--- config.mk ---
export PLATFORM = sky130hd
export DESIGN_NAME = ext_irq_edge
export DESIGN_NICKNAME = d
export VERILOG_FILES = /design/src/rtl/ext_irq_pkg.sv /design/src/rtl/eirq_sync.sv /design/src/rtl/eirq_edge_det.sv /design/src/rtl/eirq_regs.sv /design/src/rtl/ext_irq_edge.sv
export SDC_FILE = /design/constraint.sdc
export NUM_CORES = 1
export LEC_CHECK = 0
export CORE_UTILIZATION = 44
export DETAILED_ROUTE_END_ITERATION = 10
export HOLD_SLACK_MARGIN = 0.02
export PLACE_DENSITY = 0.74
export SYNTH_ARGS = -nofsm -noshare
export SYNTH_HDL_FRONTEND = slang
export SYNTH_HIERARCHICAL = 1
export SYNTH_SLANG_ARGS = --single-unit
export TNS_END_PERCENT = 5
--- constraint.sdc ---
create_clock -name clk_i -period 1.3 [get_ports clk_i]
set_input_delay 0.13 -clock clk_i [delete_from_list [all_inputs] [get_ports clk_i]]
set_output_delay 0.13 -clock clk_i [all_outputs]
set_load 0.01 [all_outputs]
--- src/rtl/ext_irq_pkg.sv ---
package ext_irq_pkg;

  typedef enum logic [1:0] {
    EDGE_OFF  = 2'b00,
    EDGE_FALL = 2'b01,
    EDGE_RISE = 2'b10,
    EDGE_BOTH = 2'b11
  } edge_mode_e;

  typedef enum logic [1:0] {
    REG_MODE = 2'd0,
    REG_ROUTE = 2'd1,
    REG_FLAG = 2'd2,
    REG_NONE = 2'd3
  } reg_addr_e;

  localparam int unsigned MODE_W = 2;

endpackage

--- src/rtl/eirq_sync.sv ---
module eirq_sync #(
  parameter int unsigned WIDTH  = 4,
  parameter int unsigned STAGES = 2
) (
  input  logic             clk_i,
  input  logic             rst_ni,
  input  logic [WIDTH-1:0] async_i,
  output logic [WIDTH-1:0] sync_o
);

  logic [WIDTH-1:0] stage_q [STAGES];

  for (genvar s = 0; s < STAGES; s++) begin : g_stage
    if (s == 0) begin : g_first
      always_ff @(posedge clk_i or negedge rst_ni) begin
        if (!rst_ni) stage_q[s] <= '0;
        else         stage_q[s] <= async_i;
      end
    end else begin : g_next
      always_ff @(posedge clk_i or negedge rst_ni) begin
        if (!rst_ni) stage_q[s] <= '0;
        else         stage_q[s] <= stage_q[s-1];
      end
    end
  end

  assign sync_o = stage_q[STAGES-1];

endmodule

--- src/rtl/eirq_edge_det.sv ---
module eirq_edge_det
  import ext_irq_pkg::*;
#(
  parameter int unsigned NUM_PINS = 4,
  localparam int unsigned SEL_W   = NUM_PINS * MODE_W
) (
  input  logic                clk_i,
  input  logic                rst_ni,
  input  logic [NUM_PINS-1:0] smp_i,
  input  logic [SEL_W-1:0]    mode_i,
  input  logic [NUM_PINS-1:0] route_i,
  output logic [NUM_PINS-1:0] hit_o
);

  // history keeps tracking regardless of mode/route so enabling never fakes an edge
  logic [NUM_PINS-1:0] prev_q;

  always_ff @(posedge clk_i or negedge rst_ni) begin
    if (!rst_ni) prev_q <= '0;
    else         prev_q <= smp_i;
  end

  for (genvar g = 0; g < NUM_PINS; g++) begin : g_pin
    edge_mode_e mode;
    logic       rise, fall, match;

    assign mode = edge_mode_e'(mode_i[MODE_W*g +: MODE_W]);
    assign rise = smp_i[g] & ~prev_q[g];
    assign fall = ~smp_i[g] & prev_q[g];

    always_comb begin
      unique case (mode)
        EDGE_FALL: match = fall;
        EDGE_RISE: match = rise;
        EDGE_BOTH: match = rise | fall;
        default:   match = 1'b0;
      endcase
    end

    assign hit_o[g] = route_i[g] & match;
  end

endmodule

--- src/rtl/eirq_regs.sv ---
module eirq_regs
  import ext_irq_pkg::*;
#(
  parameter int unsigned NUM_PINS = 4,
  parameter int unsigned DATA_W   = 8,
  parameter int unsigned ADDR_W   = 2,
  localparam int unsigned SEL_W   = NUM_PINS * MODE_W
) (
  input  logic                clk_i,
  input  logic                rst_ni,
  input  logic                wr_en_i,
  input  logic [ADDR_W-1:0]   addr_i,
  input  logic [DATA_W-1:0]   wdata_i,
  output logic [DATA_W-1:0]   rdata_o,
  input  logic [NUM_PINS-1:0] hit_i,
  input  logic [NUM_PINS-1:0] ack_i,
  output logic [SEL_W-1:0]    mode_o,
  output logic [NUM_PINS-1:0] route_o,
  output logic [NUM_PINS-1:0] flag_o,
  output logic [NUM_PINS-1:0] req_o
);

  logic [SEL_W-1:0]    mode_q;
  logic [NUM_PINS-1:0] route_q, flag_q, req_q, clr;
  logic                wr_mode, wr_route, wr_flag;

  assign wr_mode  = wr_en_i && (addr_i == ADDR_W'(REG_MODE));
  assign wr_route = wr_en_i && (addr_i == ADDR_W'(REG_ROUTE));
  assign wr_flag  = wr_en_i && (addr_i == ADDR_W'(REG_FLAG));

  assign clr = ack_i | (wr_flag ? ~wdata_i[NUM_PINS-1:0] : '0);

  always_ff @(posedge clk_i or negedge rst_ni) begin
    if (!rst_ni) begin
      mode_q  <= '0;
      route_q <= '0;
    end else begin
      if (wr_mode)  mode_q  <= wdata_i[SEL_W-1:0];
      if (wr_route) route_q <= wdata_i[NUM_PINS-1:0];
    end
  end

  // set dominates clear
  always_ff @(posedge clk_i or negedge rst_ni) begin
    if (!rst_ni) begin
      flag_q <= '0;
      req_q  <= '0;
    end else begin
      flag_q <= (flag_q & ~clr) | hit_i;
      req_q  <= flag_q;
    end
  end

  always_comb begin
    rdata_o = '0;
    unique case (addr_i)
      ADDR_W'(REG_MODE):  rdata_o[SEL_W-1:0]    = mode_q;
      ADDR_W'(REG_ROUTE): rdata_o[NUM_PINS-1:0] = route_q;
      ADDR_W'(REG_FLAG):  rdata_o[NUM_PINS-1:0] = flag_q;
      default:            rdata_o = '0;
    endcase
  end

  assign mode_o  = mode_q;
  assign route_o = route_q;
  assign flag_o  = flag_q;
  assign req_o   = req_q;

endmodule

--- src/rtl/ext_irq_edge.sv ---
module ext_irq_edge
  import ext_irq_pkg::*;
#(
  parameter int unsigned NUM_PINS    = 4,
  parameter int unsigned DATA_W      = 8,
  parameter int unsigned ADDR_W      = 2,
  parameter int unsigned SYNC_STAGES = 2
) (
  input  logic                clk_i,
  input  logic                rst_ni,
  input  logic [NUM_PINS-1:0] pin_i,
  input  logic                wr_en_i,
  input  logic [ADDR_W-1:0]   addr_i,
  input  logic [DATA_W-1:0]   wdata_i,
  output logic [DATA_W-1:0]   rdata_o,
  input  logic [NUM_PINS-1:0] ack_i,
  output logic [NUM_PINS-1:0] irq_req_o
);

  localparam int unsigned SEL_W = NUM_PINS * MODE_W;

  logic [NUM_PINS-1:0] smp, hit, route, flag;
  logic [SEL_W-1:0]    mode;

  eirq_sync #(
    .WIDTH (NUM_PINS),
    .STAGES(SYNC_STAGES)
  ) u_sync (
    .clk_i  (clk_i),
    .rst_ni (rst_ni),
    .async_i(pin_i),
    .sync_o (smp)
  );

  eirq_edge_det #(
    .NUM_PINS(NUM_PINS)
  ) u_det (
    .clk_i  (clk_i),
    .rst_ni (rst_ni),
    .smp_i  (smp),
    .mode_i (mode),
    .route_i(route),
    .hit_o  (hit)
  );

  eirq_regs #(
    .NUM_PINS(NUM_PINS),
    .DATA_W  (DATA_W),
    .ADDR_W  (ADDR_W)
  ) u_regs (
    .clk_i  (clk_i),
    .rst_ni (rst_ni),
    .wr_en_i(wr_en_i),
    .addr_i (addr_i),
    .wdata_i(wdata_i),
    .rdata_o(rdata_o),
    .hit_i  (hit),
    .ack_i  (ack_i),
    .mode_o (mode),
    .route_o(route),
    .flag_o (flag),
    .req_o  (irq_req_o)
  );

endmodule

==> key figures <==
Pwr
  – Clk pwr share: 22.9%
  – Logic pwr share: 27.1%
  – PD cells: 1199 nW/um2
  – Seq pwr share: 50.0%
  – Net Sw Power: 0.6918 mW
  – Final Total Pwr: 2.519 mW
  – Switching share of power: 27.46%
  – Worst VDD drop: 0.0006321 V
  – Leak: 0.9731 nW
  – Internal: 1.828 mW

Clocking
  – Skew-Pair Late Insertion Delay: 0.32 ns
  – H-Tree Level Count: 2
  – Sink Count: 32
  – Root buf cell: clkbuf_4
  – CTS tree: done
  – Clock buffer depth: 2
  – Clk pin slew, worst setup/hold paths: 0.09 ns
  – TritonCTS Buffers: 5

Synth
  – Post-synthesis sequential element count: 32
  – Synth top cells by count: dfrtp_1 (32), inv_1 (12), mux2_2 (12), ha_1 (8), nand2b_1 (8)
  – Syn_area_per_cell: 12.65 um2
  – EDFF count, synth: 0
  – Synth Instances: 115
  – Syn nets: 144
  – Sequential element share of the synthesized area: 55.03%
  – Synth area leader: dfrtp_1
  – Synth area leaders: dfrtp_1 (55%), mux2_2 (9.3%), ha_1 (6.9%), nand2b_1 (3.4%), inv_1 (3.1%)
  – Most frequent cell after synthesis: dfrtp_1
  – Yosys warning total: 6
  – Synth unique cells: 18
  – Top FF cell, synth: dfrtp_1
  – Synthesized cell area: 1455 um2
  – Asr flop ratio synth: 100.0%
  – Synth top area share: 55.03%

Placement
  – Post-DP HPWL: 2071 um
  – Port bufs: 32
  – Placed inst area: 2032 um2
  – Gp weighted congestion: 0.7465
  – Pre-CTS setup slack: -0.4750 ns

Routing
  – DR WL/cell: 13.17 um
  – Initial DRC count: 34
  – Vias/cell: 4.776
  – Final wirelength: 2766 um
  – Residual DRC count: 0
  – TritonRoute pass-1 iters: 4
  – Vias after detailed routing: 1003
  – Post-DRT Antenna Nets: 0

Flow run
  – Max-cap violations: 0

Worst setup path
  – R2R cell count: 4
  – Worst reg2reg endpoint: u_regs/flag_o[3]
  – Reg-to-Reg Start: u_det/prev_q[3]
  – Required @ worst endpoint: 1.54 ns
  – Crit. End Element: flop
  – Startpoint class of the critical path: flop
  – Critical Path End: u_regs/flag_o[3]
  – Worst Path Max Fanout: 2
  – Worst Path Arrival: 1.60 ns
  – R2r setup slk: -0.06 ns
  – Crit path kind: reg2reg
  – Crit path from: u_det/prev_q[3]

Timing
  – Tmin final: 1.358 ns
  – Final hold slack: 0.1666 ns
  – PnR worst setup slack: -0.05828 ns
  – Final worst-path cycle share: 104.5%
  – Worst slew pin tran: 0.2461 ns
  – RSZ-0062 raised after global routing: yes
  – Clock skew: 0.003477 ns
  – Final Hold Fails: 0
  – Fin. max-slew vios: 0
  – Worst slew margin: 83.59%
  – # setup viols final: 2
  – Highest Clock Rate: 736.2 MHz

Global route
  – Initial antenna violation count: 0
  – GRT Util Overall: 19.55%
  – Vias in the first global route: 1104
  – Grt ovf: 0
  – Largest net degree at the start of global routing: 33
  – First-pass GRT wire length: 4871 um

Final layout
  – ANT cells: 0
  – Nets: 194
  – Share of layout cells above drive strength 1: 39.76%
  – Post-route cell area: 2101 um2
  – Area Overhead vs Synth: 44.37%
  – Fillcell total: 268

Floorplan
  – Initial Utilization: 46.90%
  – Die area: 3541 um2
  – Die Ht: 59.51 um
  – I/O pin cnt: 33
  – Std cell rows: 20
  – Die span in x: 59.51 um
  – Core Area: 3103 um2

Status
  – Outcome: finished with violations
  – Failing checks: negative setup slack

Worst hold path
  – HP Class: in2async
-- how the worst min path moves through the flow --
stage               slack [ns]              start               end  cells past startpoint
detailed placement        0.34  u_sync/stage_q[7]  u_sync/sync_o[3]                      0
global route              0.16             rst_ni   u_det/prev_q[2]                      2
finish                    0.17             rst_ni   u_det/prev_q[2]                      2
floorplan                -0.17             rst_ni   u_det/prev_q[0]                      0
global placement          0.33  u_sync/stage_q[6]  u_sync/sync_o[2]                      0
CTS                       0.17             rst_ni   u_det/prev_q[2]                      2
-- cells in the final DEF, fill, tap and decap left out --
cell | synthesis | layout
a21oi_1 | 4 | 3
a21oi_2 | 0 | 1
a2bb2oi_1 | 4 | 4
a311oi_2 | 0 | 4
and2_1 | 4 | 3
and2_4 | 0 | 1
and3b_1 | 1 | 1
buf_12 | 0 | 3
buf_2 | 0 | 5
buf_4 | 5 | 12
buf_6 | 1 | 2
clkbuf_1 | 0 | 2
clkbuf_2 | 0 | 2
clkbuf_4 | 0 | 5
clkbuf_8 | 0 | 1
clkdlybuf4s15_2 | 0 | 1
clkdlybuf4s50_1 | 0 | 18
dfrtp_1 | 32 | 30
dfrtp_2 | 0 | 2
dlygate4sd2_1 | 0 | 6
ha_1 | 8 | 4
ha_4 | 0 | 4
inv_1 | 12 | 8
inv_2 | 0 | 4
mux2_2 | 12 | 12
mux2i_1 | 4 | 4
nand2b_1 | 8 | 4
nand2b_4 | 0 | 4
nand3b_1 | 1 | 1
nor2_1 | 5 | 4
nor2_4 | 0 | 1
nor2b_1 | 5 | 4
nor2b_4 | 0 | 1
nor3b_4 | 1 | 1
o2bb2ai_1 | 4 | 4
-- logic make-up (layout without fill, tap and decap cells) --
logic type | count (synthesis) | count (layout) | synth area share (%)
flip-flops | 32 | 32 | 55.03
buffers and inverters | 18 | 69 | 6.449
AO/OA/AOI/OAI | 16 | 16 | 8.598
adder cells (fa/ha/maj) | 8 | 8 | 6.879
multiplexers | 16 | 16 | 12.04
AND/OR/NAND/NOR | 25 | 25 | 11.01
-- worst max-delay path, stage by stage, from the launching register on --
cell       delay, ns
dfrtp_1         0.43
ha_4            0.25
nand2b_4        0.13
a311oi_2        0.27
a2bb2oi_1       0.21
-- flip-flops by register name, indices dropped and copies added, names as in the netlist --
| signal | flops |
|---|---|
| u_regs/route_o | 4 |
| u_regs/mode_o | 8 |
| u_regs/flag_o | 4 |
| u_det/prev_q | 4 |
| u_sync/sync_o | 4 |
| u_sync/stage_q | 4 |
| u_regs/req_o | 4 |
-- what timing repair did --
item | 4_1_cts | 5_1_grt
buffers inserted | 1 | 0
hold buffers | 0 | 0
endpoints found under the setup margin | 16 | 9
pin swaps | 5 | 3
gates resized for setup | 39 | 6
-- final cells by class --
cell class              count  area [um2]  share of cell area, %
well taps                  44       55.05                  2.621
inverters                  12       45.04                  2.144
clock buffers               8       58.81                  2.799
repair buffers             49       451.7                  21.50
multi-input cells          65       686.9                  32.70
flip-flops and latches     32       803.3                  38.24
-- metal layers --
| metal | up-vias | routed length (um) | GRT usage, % | part of all wire, % |
|---|---|---|---|---|
| li1 | 490 | - | - | - |
| met1 | 487 | 1161 | 21.86 | 42 |
| met2 | 24 | 1448 | 33.55 | 52 |
| met3 | 2 | 126 | 6.550 | 4.6 |
| met4 | 0 | 29 | 8.970 | 1.0 |
| met5 | - | 0 | 0 | 0 |
-- power groups by stage --
stage,Sequential [mW],Clock [mW],Combinational [mW]
5_1_grt,1.28,0.651,0.751
6_report,1.26,0.577,0.682
2_1_floorplan,1.29,0,0.346
3_3_place_gp,1.27,0,0.705
3_5_place_dp,1.28,0,0.725
4_1_cts,1.26,0.595,0.690
-- stage by stage --
| step | TNS [ns] | util, % | std cells |
|---|---|---|---|
| 5_1_grt | -0.3157 | 67.70 | 210 |
| 4_1_cts | -0.08466 | 67.98 | 210 |
| 3_3_place_gp | -6.303 | 65.48 | 201 |
| 2_1_floorplan | -0.1845 | - | 115 |
| 6_report | -0.06972 | 67.70 | 210 |
| 3_5_place_dp | -7.038 | 65.48 | 201 |
Note: power is estimated with default switching activity, not from simulation.
